==> config.mk <==
export PLATFORM = sky130hd
export DESIGN_NAME = rx_pingpong_dma
export DESIGN_NICKNAME = d
export VERILOG_FILES = /design/src/rtl/rxdma_pkg.sv /design/src/rtl/rxdma_fifo.sv /design/src/rtl/rxdma_slot.sv /design/src/rtl/rx_pingpong_dma.sv
export SDC_FILE = /design/constraint.sdc
export NUM_CORES = 1
export LEC_CHECK = 0
export ABC_CLOCK_PERIOD_IN_PS = 3450
export CAP_MARGIN = 20
export CORE_ASPECT_RATIO = 0.8
export CORE_UTILIZATION = 54
export CTS_CLUSTER_SIZE = 10
export DETAILED_ROUTE_END_ITERATION = 16
export MAX_ROUTING_LAYER = met4
export PLACE_DENSITY = 0.81
export REMOVE_ABC_BUFFERS = 1
export SLEW_MARGIN = 20
export SYNTH_ARGS = -nofsm -noshare
export SYNTH_HDL_FRONTEND = slang
export SYNTH_SLANG_ARGS = --single-unit
==> constraint.sdc <==
create_clock -name clk -period 3.45 [get_ports clk]
set_input_delay 0.69 -clock clk [delete_from_list [all_inputs] [get_ports clk]]
set_output_delay 0.69 -clock clk [all_outputs]
set_load 0.05 [all_outputs]
==> src/rtl/rxdma_pkg.sv <==
package rxdma_pkg;
  localparam int STAT_W      = 16;
  localparam int ST_RXACT_A  = 0;
  localparam int ST_RXACT_B  = 1;
  localparam int ST_TXACT_A  = 2;
  localparam int ST_TXACT_B  = 3;
  localparam int ST_OVF_A    = 4;
  localparam int ST_OVF_B    = 5;
  localparam int ST_USED     = 6;
endpackage

==> src/rtl/rxdma_fifo.sv <==
module rxdma_fifo #(
  parameter int DEPTH = 4,
  parameter int W     = 8
) (
  input  logic         clk,
  input  logic         rst_n,
  input  logic         clr,
  input  logic         in_valid,
  input  logic [W-1:0] in_data,
  input  logic         pop,
  output logic         empty,
  output logic [W-1:0] head,
  output logic         head_ovf
);
  localparam int AW = (DEPTH > 1) ? $clog2(DEPTH) : 1;
  localparam int CW = $clog2(DEPTH + 1);

  logic [W-1:0]  mem [DEPTH];
  logic [AW-1:0] wp, rp;
  logic [CW-1:0] count;
  logic          lost;
  logic          full, push, take;

  assign full  = (count == CW'(DEPTH));
  assign empty = (count == '0);
  assign push  = in_valid && !full;
  assign take  = pop && !empty;
  assign head  = mem[rp];
  assign head_ovf = lost;

  function automatic logic [AW-1:0] nxt(input logic [AW-1:0] p);
    return (p == AW'(DEPTH - 1)) ? '0 : p + 1'b1;
  endfunction

  always_ff @(posedge clk or negedge rst_n) begin
    if (!rst_n) begin
      wp <= '0; rp <= '0; count <= '0; lost <= 1'b0;
    end else if (clr) begin
      wp <= '0; rp <= '0; count <= '0; lost <= 1'b0;
    end else begin
      if (push) wp <= nxt(wp);
      if (take) rp <= nxt(rp);
      if (push && !take)      count <= count + 1'b1;
      else if (take && !push) count <= count - 1'b1;
      if (take) lost <= 1'b0;
      if (in_valid && full) lost <= 1'b1;
    end
  end

  always_ff @(posedge clk) begin
    if (push) mem[wp] <= in_data;
  end


  depth_bound_chk: assert property (@(posedge clk) disable iff (!rst_n)
    count <= CW'(DEPTH));

  drop_keeps_count_chk: assert property (@(posedge clk) disable iff (!rst_n)
    (in_valid && full && !take && !clr) |=> (count == $past(count)));

  fifo_clear_chk: assert property (@(posedge clk) disable iff (!rst_n)
    clr |=> (empty && !lost));
endmodule

==> src/rtl/rxdma_slot.sv <==
module rxdma_slot #(
  parameter int ADDR_W = 16,
  parameter int CNT_W  = 13
) (
  input  logic              clk,
  input  logic              rst_n,
  input  logic              clr,
  input  logic              load,
  input  logic [ADDR_W-1:0] start,
  input  logic [CNT_W-1:0]  len,
  input  logic              activate,
  input  logic              wr,
  input  logic              wr_ovf,
  output logic              armed,
  output logic              active,
  output logic              ovf,
  output logic              last,
  output logic [CNT_W-1:0]  offset,
  output logic [ADDR_W-1:0] addr
);
  logic [ADDR_W-1:0] start_r;
  logic [CNT_W-1:0]  len_r;
  logic              take_load;

  assign take_load = load && !active;
  assign last      = (offset == CNT_W'(len_r - 1'b1));
  assign addr      = start_r + ADDR_W'(offset);

  always_ff @(posedge clk or negedge rst_n) begin
    if (!rst_n) begin
      start_r <= '0; len_r <= '0; offset <= '0;
      armed <= 1'b0; active <= 1'b0; ovf <= 1'b0;
    end else if (clr) begin
      offset <= '0; armed <= 1'b0; active <= 1'b0; ovf <= 1'b0;
    end else begin
      if (take_load) begin
        start_r <= start;
        len_r   <= len;
        armed   <= 1'b1;
        ovf     <= 1'b0;
      end
      if (activate) active <= 1'b1;
      if (wr) begin
        if (wr_ovf) ovf <= 1'b1;
        if (last) begin
          offset <= '0;
          armed  <= 1'b0;
          active <= 1'b0;
        end else begin
          offset <= offset + 1'b1;
        end
      end
    end
  end


  load_clears_ovf_chk: assert property (@(posedge clk) disable iff (!rst_n)
    (take_load && !clr) |=> (!ovf && armed));

  wrap_release_chk: assert property (@(posedge clk) disable iff (!rst_n)
    (wr && last && !clr) |=> (offset == '0 && !active && !armed));

  busy_load_ignored_chk: assert property (@(posedge clk) disable iff (!rst_n)
    (load && active && !wr && !clr) |=> $stable(offset) && active);
endmodule

==> src/rtl/rx_pingpong_dma.sv <==
module rx_pingpong_dma
  import rxdma_pkg::*;
#(
  parameter int ADDR_W     = 16,
  parameter int CNT_W      = 13,
  parameter int FIFO_DEPTH = 4
) (
  input  logic              clk,
  input  logic              rst_n,
  input  logic              dma_reset,
  input  logic              in_valid,
  input  logic [7:0]        in_data,
  input  logic              load_a,
  input  logic [ADDR_W-1:0] start_a,
  input  logic [CNT_W-1:0]  len_a,
  input  logic              load_b,
  input  logic [ADDR_W-1:0] start_b,
  input  logic [CNT_W-1:0]  len_b,
  input  logic              tx_act_a,
  input  logic              tx_act_b,
  output logic              wr_en,
  output logic [ADDR_W-1:0] wr_addr,
  output logic [7:0]        wr_data,
  output logic [CNT_W-1:0]  offset_a,
  output logic [CNT_W-1:0]  offset_b,
  output logic [STAT_W-1:0] status
);
  localparam int NBUF = 2;

  logic              fifo_empty, head_ovf, pop, idle, prefer_a, fill_done;
  logic [7:0]        head;
  logic [NBUF-1:0]   armed, active, ovf, last, go, ld;
  logic [ADDR_W-1:0] st  [NBUF];
  logic [CNT_W-1:0]  ln  [NBUF];
  logic [CNT_W-1:0]  off [NBUF];
  logic [ADDR_W-1:0] adr [NBUF];

  assign ld    = {load_b, load_a};
  assign st[0] = start_a;  assign st[1] = start_b;
  assign ln[0] = len_a;    assign ln[1] = len_b;

  assign idle  = (active == '0);
  assign go[0] = idle && armed[0] && (!armed[1] || prefer_a);
  assign go[1] = idle && armed[1] && (!armed[0] || !prefer_a);
  assign pop   = !fifo_empty && !idle && !dma_reset;
  assign fill_done = pop && |(active & last);

  rxdma_fifo #(.DEPTH(FIFO_DEPTH), .W(8)) u_fifo (
    .clk(clk), .rst_n(rst_n), .clr(dma_reset),
    .in_valid(in_valid), .in_data(in_data), .pop(pop),
    .empty(fifo_empty), .head(head), .head_ovf(head_ovf)
  );

  for (genvar i = 0; i < NBUF; i++) begin : g_slot
    rxdma_slot #(.ADDR_W(ADDR_W), .CNT_W(CNT_W)) u_slot (
      .clk(clk), .rst_n(rst_n), .clr(dma_reset),
      .load(ld[i]), .start(st[i]), .len(ln[i]),
      .activate(go[i]), .wr(pop && active[i]), .wr_ovf(head_ovf),
      .armed(armed[i]), .active(active[i]), .ovf(ovf[i]),
      .last(last[i]), .offset(off[i]), .addr(adr[i])
    );
  end

  always_ff @(posedge clk or negedge rst_n) begin
    if (!rst_n) begin
      prefer_a <= 1'b1;
      wr_en    <= 1'b0;
      wr_addr  <= '0;
      wr_data  <= '0;
    end else begin
      wr_en <= pop;
      if (pop) begin
        wr_addr <= active[1] ? adr[1] : adr[0];
        wr_data <= head;
      end
      if (dma_reset)      prefer_a <= 1'b1;
      else if (fill_done) prefer_a <= active[1];
    end
  end

  assign offset_a = off[0];
  assign offset_b = off[1];

  always_comb begin
    status = '0;
    status[ST_RXACT_A] = active[0];
    status[ST_RXACT_B] = active[1];
    status[ST_TXACT_A] = tx_act_a;
    status[ST_TXACT_B] = tx_act_b;
    status[ST_OVF_A]   = ovf[0];
    status[ST_OVF_B]   = ovf[1];
  end


  single_active_chk: assert property (@(posedge clk) disable iff (!rst_n)
    !(active[0] && active[1]));

  write_needs_active_chk: assert property (@(posedge clk) disable iff (!rst_n)
    wr_en |-> $past(active != '0));

  status_upper_zero_chk: assert property (@(posedge clk) disable iff (!rst_n)
    status[STAT_W-1:ST_USED] == '0);

  reset_quiet_chk: assert property (@(posedge clk) disable iff (!rst_n)
    dma_reset |=> (!wr_en && active == '0 && ovf == '0 && armed == '0));
endmodule

== Yosys cells after proc, flatten, opt, wreduce, memory -nomap -nowiden ==
Memory sizes are Yosys's and may differ from the RTL's. A register that Yosys moved wholly into a read port is not among the register bits.
Index checks and enable logic that the tools add are counted.
Cells by class
  add/sub/neg operators: 10
  equality and inequality tests: 5
  mux-type cells: 47
  bitwise gates (word level): 2
  reductions and logical operators: 42
Operator list (count)
  13-bit two-way mux: 6
  16-bit by 13-bit adder with 16-bit output: 2
  1-bit two-way mux: 31
  13-bit by 1-bit adder with 13-bit output (second input constant): 2
  13-bit equality test: 2
  13-bit by 1-bit subtractor with 13-bit output (second input constant): 2
  1-bit logical AND: 16
  16-bit two-way mux: 1
  1-bit zero test: 12
  2-bit two-way mux: 6
  2-bit nonzero test: 5
  3-bit two-way mux: 3
  3-bit nonzero test: 2
  2-bit by 1-bit adder with 2-bit output (second input constant): 2
  2-bit equality test (second input constant): 2
  2-bit AND reduction: 2
  3-bit by 1-bit adder with 3-bit output (second input constant): 1
  3-bit equality test (second input constant): 1
  3-bit zero test: 1
  3-bit by 1-bit subtractor with 3-bit output (second input constant): 1
  2-bit bitwise AND: 1
  2-bit zero test: 1
  1-bit logical OR: 2
  2-bit OR reduction: 1
  1-bit inverter: 1
Word-level totals
  register bits after elaboration: 116
  memory bits (writable): 32
  input port bits: 74
  output and inout bits: 67
  logic and storage cells: 126
  memories: 1
Memories
  u_fifo.mem: depth 4, bits a word 8, read ports 1, clocked after memory_dff 1, write ports 1, line rxdma_fifo.sv:18  | logic [W-1:0] mem [DEPTH];

== Logic depth before layout (Yosys ltp) ==
Gate-level depths: netlist of the first run.
  depth after elaboration: 9
  gate-level depth with buffers: 13
  gate-level depth less buffers: 11

== By module ==
A second synthesis of the first run with hierarchy kept.
Unflattened totals
  cells, all modules: 817
  area, all modules: 9110.0 µm²
Modules (own cells, without submodules)
  rxdma_slot (g_slot[0].u_slot): times used 1, cells each 306, area each 3049.2 µm², sequential area each 1126.1 µm²
  rxdma_slot (g_slot[1].u_slot): times used 1, cells each 312, area each 2982.9 µm², sequential area each 1126.1 µm²
  rxdma_fifo: times used 1, cells each 103, area each 1719.1 µm², sequential area each 1161.1 µm²
  rx_pingpong_dma: times used 1, cells each 96, area each 1358.8 µm², sequential area each 651.9 µm²

== Least setup slack after synthesis of the first run ==
No wires, ideal clock.
  path kind: reg-to-reg
  start point: register g_slot[1].u_slot.len_r[5]
  end point: register g_slot[1].u_slot.offset[11]
  library setup time: 124 ps
  arrival: 2617 ps
  data required time: 3326 ps
  setup slack: 709 ps
  stages on the path, launching flop included: 11
  path buffers: 2
  clock period less this slack: 2741 ps
  cells stage by stage: dfrtp_1 -> buf_2 -> or4_4 -> o31ai_2 -> a21oi_1 -> o32a_1 -> a2111oi_4 -> nand2b_1 -> buf_4 -> nor2_1 -> a211o_1
Between the ends
  longest elaborated chain between the ends: 5
Ends and longest elaborated chain
  from (decl): line rxdma_slot.sv:22  | logic [CNT_W-1:0] len_r;
  from (signal assigned): line rxdma_slot.sv:38  | len_r <= len;
  13-bit by 1-bit subtractor with 13-bit output: line rxdma_slot.sv:26  | assign last = (offset == CNT_W'(len_r - 1'b1));
  13-bit equality test: line rxdma_slot.sv:26
  13-bit two-way mux: line rxdma_slot.sv:45  | if (last) begin
  13-bit two-way mux: line rxdma_slot.sv:43  | if (wr) begin
  13-bit two-way mux: line rxdma_slot.sv:33  | end else if (clr) begin
  to (signal assigned): line rxdma_slot.sv:50  | offset <= offset + 1'b1;
  to (decl): line rxdma_slot.sv:18  | output logic [CNT_W-1:0] offset,
Every way passes these cells. The select of a mux whose other input is x is not followed.
A chain may end at the register's enable or synchronous reset.

== Worst setup path in the final report of the first run ==
  start point: register g_slot[1].u_slot.len_r[5]
  end point: register g_slot[1].u_slot.offset[3]
The elaborated chain is that of the path after synthesis.

==> metrics.yaml, run 1 <==
critical_path:
  rrSetupSlack_ns: 0.24
  end_kind: "register"
  critical_path.reg2reg.startpoint: "g_slot[1].u_slot.len_r[5]"
  r2r.worst_path.cells: 9
  r2r_end: "g_slot[1].u_slot.offset[3]"
  crit_fanout: 12
  critPathArrivalTime_ns: 3.53
  critPathRequiredTime_ns: 3.78
  worstSetupPathType: "register to register"
  start_kind: "register"
  crit_start: "g_slot[1].u_slot.len_r[5]"
  critPathCapture: "g_slot[1].u_slot.offset[3]"
clock_tree:
  ctsResizeCount: 0
  cts_tree: "yes"
  ctsHoldBuffers: 0
  htree_levels: 4
  cts.clk_slew.worst_paths_ns: 0.07
  postCtsSetupBuffers: 0
  numCtsBuffers: 17
  cts_root_buf: "clkbuf_16"
  clkLatencyLatePin_ns: 0.44
  numClockSinks: 156
  cts_buffer_depth: 2
layout:
  nNetsFinal: 1053
  area_delta_synth_final_pct: 23.9
  instances_no_fill: 1169
  post-route-util: 0.684
  antennaDiodeCount: 0
  drive_above_1_share: 0.131
sta:
  tns_ns: 0
  slew_headroom: 0.474
  min_period_ns: 3.21
  setup_violations: 0
  hold_viol_final: 0
  layout_worst_path_cycle_share: 0.929
  setup_slack_ns: 0.244
  skew_ns: 0.0157
  worst_slew_pin_slew_ns: 0.789
  rsz0062_at_grt: "false"
  clock.fmax_ghz: 0.312
  drv_slew: 0
placement:
  port_buffers: 126
  post-place-ws_ns: 0.327
  place_congestion: 0.944
  dpl.cell_count: 1137
  hpwl_um: 14600
global_route:
  grt_pass1_vias: 6431
  grt_usage: 0.267
  grt_pass1_wl_um: 32700
  grt_max_degree: 59
  grt_overflow_total: 0
  antenna_found_initial: 0
routing:
  ant_nets: 0
  drt_pass1_iterations: 5
  drt-vias-per-instance: 5.73
  drtIter0Drc: 457
  routed_wl_um: 20400
  vias: 6694
  routedWlPerCell_um: 17.4
  drc: 0
logic_synthesis:
  yosysSeqAreaShare: 0.468
  synth-edff-count: 32
  netlist_top_cells_count: "123 x dfrtp_1, 82 x nand2_1, 57 x nor2_1, 52 x mux2_2, 48 x o21ai_0"
  synth_cells: 820
  synth_area_leaders: "dfrtp_1 35%, edfxtp_1 11%, mux2_2 6.7%"
  ys_seq_elements: 156
  synthFlopType: "dfrtp_1"
  syn_area_um2: 8690
  synthDistinctLibCells: 74
  yosysTopAreaCell: "dfrtp_1"
  ys_warn_count: 0
  yosysTopAreaCellShare: 0.354
  synth-async-reset-ratio: 0.795
  avgSynthCellArea_um2: 10.6
  synth_most_common_cell: "dfrtp_1"
power_and_ir_drop:
  combPwrFrac: 0.307
  intPower_w: 0.00401
  p_per_area_nw_per_um2: 596
  clkPwrFrac: 0.302
  ir_drop_v: 0.000414
  seqPwrFrac: 0.391
  power_switching_w: 0.00241
  sw_frac_of_total: 0.376
  leakage_nw: 4.50
flow_run:
  cap_viol_max_count: 0
outcome:
  status: "finished, final reports clean"
floorplan:
  coreArea_um2: 15700
  die_x_um: 144
  dieHeight_um: 115
  start_util: 0.552
  ioPinCount: 141
  dieArea_um2: 16600
  num_rows: 41
worst_hold_path:
  min_path_type: "input pin to asynchronous set/reset pin"
==> layer usage <==
| metal | GRT usage | share of wire |
|---|---|---|
| met2 | 0.400 | 0.46 |
| met5 | - | 0 |
| met4 | 0.0972 | 0.020 |
| met1 | 0.362 | 0.47 |
| met3 | 0.0517 | 0.047 |
==> area by class of cell <==
| type | count | area, um2 |
|---|---|---|
| timing repair buffer | 140 | 1390 |
| inverter | 24 | 90.1 |
| clock buffer | 17 | 425 |
| multi-input combinational | 602 | 4320 |
| clock inverter | 15 | 209 |
| tap | 215 | 269 |
| fill | 1186 | 4980 |
| sequential | 156 | 4070 |
==> state kept, by name, summed over array words and instances (netlist names) <==
register               cells
u_fifo.rp                  2
g_slot.u_slot.armed        2
prefer_a                   1
wr_en                      1
g_slot.u_slot.ovf          2
g_slot.u_slot.active       2
wr_data                    8
g_slot.u_slot.start_r     32
u_fifo.wp                  2
wr_addr                   16
g_slot.u_slot.len_r       26
u_fifo.count               3
g_slot.u_slot.offset      26
u_fifo.head_ovf            1
u_fifo.mem                32
==> worst min path at each step <==
stage / cells after the start / start / endpoint
6_report: 1 / rst_n / g_slot[1].u_slot.start_r[12]
5_1_grt: 1 / rst_n / g_slot[1].u_slot.len_r[9]
4_1_cts: 1 / rst_n / g_slot[1].u_slot.len_r[9]
3_5_place_dp: 2 / wr_addr[2] / wr_addr[2]
3_3_place_gp: 2 / wr_addr[3] / wr_addr[3]
2_1_floorplan: 0 / rst_n / g_slot[0].u_slot.active
==> critical path, stage by stage (launching register included) <==
cell       delay [ns]
dfrtp_1          0.48
or4_4            0.57
o31ai_2          0.23
a21oi_1          0.10
o32a_1           0.37
a2111oi_4        0.39
nand2b_1         0.35
buf_4            0.25
o21ai_0          0.14
a21o_1           0.22
==> power by group through the flow <==
stage          Combinational [W]  Clock, W  Sequential (W)
3_3_place_gp             0.00192         0         0.00253
5_1_grt                  0.00211   0.00204         0.00255
3_5_place_dp             0.00196         0         0.00254
2_1_floorplan           0.000857         0         0.00294
6_report                 0.00197   0.00194         0.00251
4_1_cts                  0.00197   0.00197         0.00251
==> stage by stage <==
stage               hold slack, ns  power, W  area (um2)
finish                       0.340   0.00642       10800
floorplan                    0.394   0.00380        8470
CTS                          0.354   0.00645       10800
global route                 0.399   0.00671       10800
detailed placement           0.469   0.00450       10100
global placement             0.462   0.00445       10100
==> placed cells by master, fill, tap and decap left out, types with 4 or more instances in the layout <==
cell / count
clkdlybuf4s50_1: 125
clkbuf_16: 17
nor4_1: 5
and2_1: 6
nor2_1: 57
xor2_1: 29
nor3_1: 20
mux2_2: 52
o21bai_1: 4
mux4_2: 8
buf_4: 13
o21ai_0: 48
ha_1: 35
dfrtp_1: 123
nand2b_1: 10
o211ai_1: 9
a21o_1: 14
nand2_1: 82
and3_1: 14
inv_8: 4
a31oi_1: 11
inv_1: 24
nand4_1: 11
a21oi_1: 28
conb_1: 10
nor3b_1: 8
nor2b_1: 11
o21a_1: 6
nand3_1: 22
clkinv_8: 8
xnor2_1: 38
a211oi_1: 5
edfxtp_1: 32
==> cell families (layout without fill, tap and decap cells) <==
kind of cell	after synthesis	in the layout	synth area share
AND/OR/NAND/NOR	265	265	0.151
AO/OA/AOI/OAI	158	158	0.123
flip-flops	156	156	0.468
buffers and inverters	71	196	0.0400
XOR/XNOR	67	67	0.0675
multiplexers	63	63	0.0915
adder cells (fa/ha/maj)	39	39	0.0584
other	1	10	0.000431
(Power assumes the default switching activity.)
==> run 2, diff against run 1 <==
- GPL_TIMING_DRIVEN: default -> 0
==> metrics.yaml, run 2 (synthesis gave the netlist of run 1 again) <==
outcome:
  status: "finished, final reports clean"
routing:
  vias: 6701  # +0.10%
  drt-vias-per-instance: 5.78  # +0.88%
  routed_wl_um: 20200  # -0.91%
  ant_nets: 0  # unchanged
  drtIter0Drc: 452  # -1.1%
  routedWlPerCell_um: 17.4  # -0.14%
  drt_pass1_iterations: 5  # unchanged
  drc: 0  # unchanged
sta:
  skew_ns: 0.0113  # -0.00449 ns
  rsz0062_at_grt: "false"
  worst_slew_pin_slew_ns: 0.862  # +0.0735 ns
  clock.fmax_ghz: 0.309  # -0.99%
  drv_slew: 0  # unchanged
  tns_ns: 0  # unchanged
  min_period_ns: 3.24  # +0.0321 ns
  hold_viol_final: 0  # unchanged
  layout_worst_path_cycle_share: 0.939  # +0.00931
  slew_headroom: 0.424  # -0.0500
  setup_violations: 0  # unchanged
  holdWs_ns: 0.205  # -0.135 ns
critical_path:
  critPathRequiredTime_ns: 3.74  # -0.04 ns
  r2r_end: "u_fifo.count[2]"
  rrSetupSlack_ns: 0.21  # -0.03 ns
  cp_slowest_cell: "dfrtp_2"
  path_cells: "o32a_1, nand2b_4, clkinvlp_4, nor2_1, fa_1, o21ai_0, xnor2_1, nor2_1"
  crit_top_cell: "nor2_1"
  start_kind: "register"
  max_stage_delay_ns: 0.76  # +0.19 ns
  worstSetupPathType: "register to register"
  crit_start: "g_slot[1].u_slot.active"
  crit_fanout: 39  # +27
  critPathArrivalTime_ns: 3.52  # about the same
  end_kind: "register"
  critical_path.reg2reg.startpoint: "g_slot[1].u_slot.active"
  r2r.worst_path.cells: 8  # -1
layout:
  post-route-util: 0.683  # about the same
  nNetsFinal: 1044  # -0.85%
  top_regs: "g_slot.u_slot.start_r x32, u_fifo.mem x32"
  drive_above_1_share: 0.128  # -0.00298
  antennaDiodeCount: 0  # unchanged
  fillCellCount: 1177  # -0.76%
  final_common_cell: "clkdlybuf4s50_1"
  final_cell_mix: "124 x clkdlybuf4s50_1, 122 x dfrtp_1, 82 x nand2_1"
  area_delta_synth_final_pct: 23.8  # about the same
  final_cell_area_um2: 10800  # about the same
clock_tree:
  numClockSinks: 156  # unchanged
  cts_root_buf: "clkbuf_16"
  cts_tree: "yes"
  ctsHoldBuffers: 0  # unchanged
  clkLatencyLatePin_ns: 0.44  # about the same
  cts_buffer_depth: 2  # unchanged
  cts.clk_slew.worst_paths_ns: 0.07  # about the same
  htree_levels: 4  # unchanged
  numCtsBuffers: 17  # unchanged
  postCtsSetupBuffers: 0  # unchanged
placement:
  hpwl_um: 14000  # -4.2%
  placed_area_um2: 10100  # -0.45%
  port_buffers: 126  # unchanged
  place_congestion: 0.871  # -7.7%
flow_run:
  cap_viol_max_count: 0  # unchanged
global_route:
  grt_pass1_wl_um: 32800  # +0.11%
  grt_overflow_total: 0  # unchanged
  grt_usage: 0.267  # +0.000403
  grt_max_degree: 69  # +17%
  antenna_found_initial: 0  # unchanged
  grt_pass1_vias: 6539  # +1.7%
floorplan:
  ioPinCount: 141  # unchanged
  dieArea_um2: 16600  # unchanged
  num_rows: 41  # unchanged
  dieHeight_um: 115  # unchanged
  coreArea_um2: 15700  # unchanged
  die_x_um: 144  # unchanged
  start_util: 0.552  # unchanged
power_and_ir_drop:
  p_per_area_nw_per_um2: 600  # +0.69%
  leakage_nw: 4.47  # -0.50%
  ir_drop_v: 0.000408  # -1.6%
worst_hold_path:
  min_path_type: "input pin to asynchronous set/reset pin"
-- run 2: report_power, final --
part	internal, W	leakage [nW]	total (W)	switching [W]
registers	0.00221	1.85	0.00252	0.000309
clock network	0.00107	0.313	0.00199	0.000920
logic	0.000790	2.31	0.00196	0.00117
-- run 2: worst max path at each step --
stage | to | slack, ns | cells past startpoint
finish | u_fifo.count[2] | 0.21 | 8
floorplan | g_slot[0].u_slot.len_r[10] | -0.06 | 2
global route | u_fifo.count[2] | 0.02 | 8
CTS | u_fifo.count[1] | 0.10 | 6
detailed placement | u_fifo.count[2] | -0.78 | 8
global placement | u_fifo.wp[0] | -3.27 | 1
-- run 2: worst max-delay path: cells and delay by family, from the launching register on --
family	cells	cell delay, ns
xor+xnor	1	0.15
compound gates	2	0.79
simple gates	3	0.55
flops	1	0.76
buf+inv	1	0.45
fa+ha+maj	1	0.39
-- run 2: area by class of cell --
type,instances,area (um2),area share
well taps,215,269,0.0250
repair buffers,131,1340,0.124
flip-flops and latches,156,4070,0.378
multi-input cells,602,4340,0.403
clock buffers,17,425,0.0395
clock inverters,15,228,0.0212
inverters,24,93.8,0.00872
-- run 2: timing repair --
| action | 4_1_cts | 5_1_grt |
|---|---|---|
| endpoints found under the hold margin | 0 | 0 |
| setup endpoints to repair | 19 | 11 |
| resized for setup | 4 | 2 |
| pin swaps | 0 | 0 |
-- run 2: stage by stage --
step	cells	setup WS (ns)	total power, W
6_report	1160	0.212	0.00646
5_1_grt	1160	0.0182	0.00677
4_1_cts	1160	0.102	0.00650
3_5_place_dp	1128	-0.782	0.00448
3_3_place_gp	1123	-3.27	0.00441
2_1_floorplan	782	-0.0629	0.00380
-- run 2: layer usage --
metal | share of wire | global-route usage
met1 | 0.44 | 0.357
met2 | 0.48 | 0.413
met3 | 0.058 | 0.0521
met4 | 0.019 | 0.0844
met5 | 0 | -
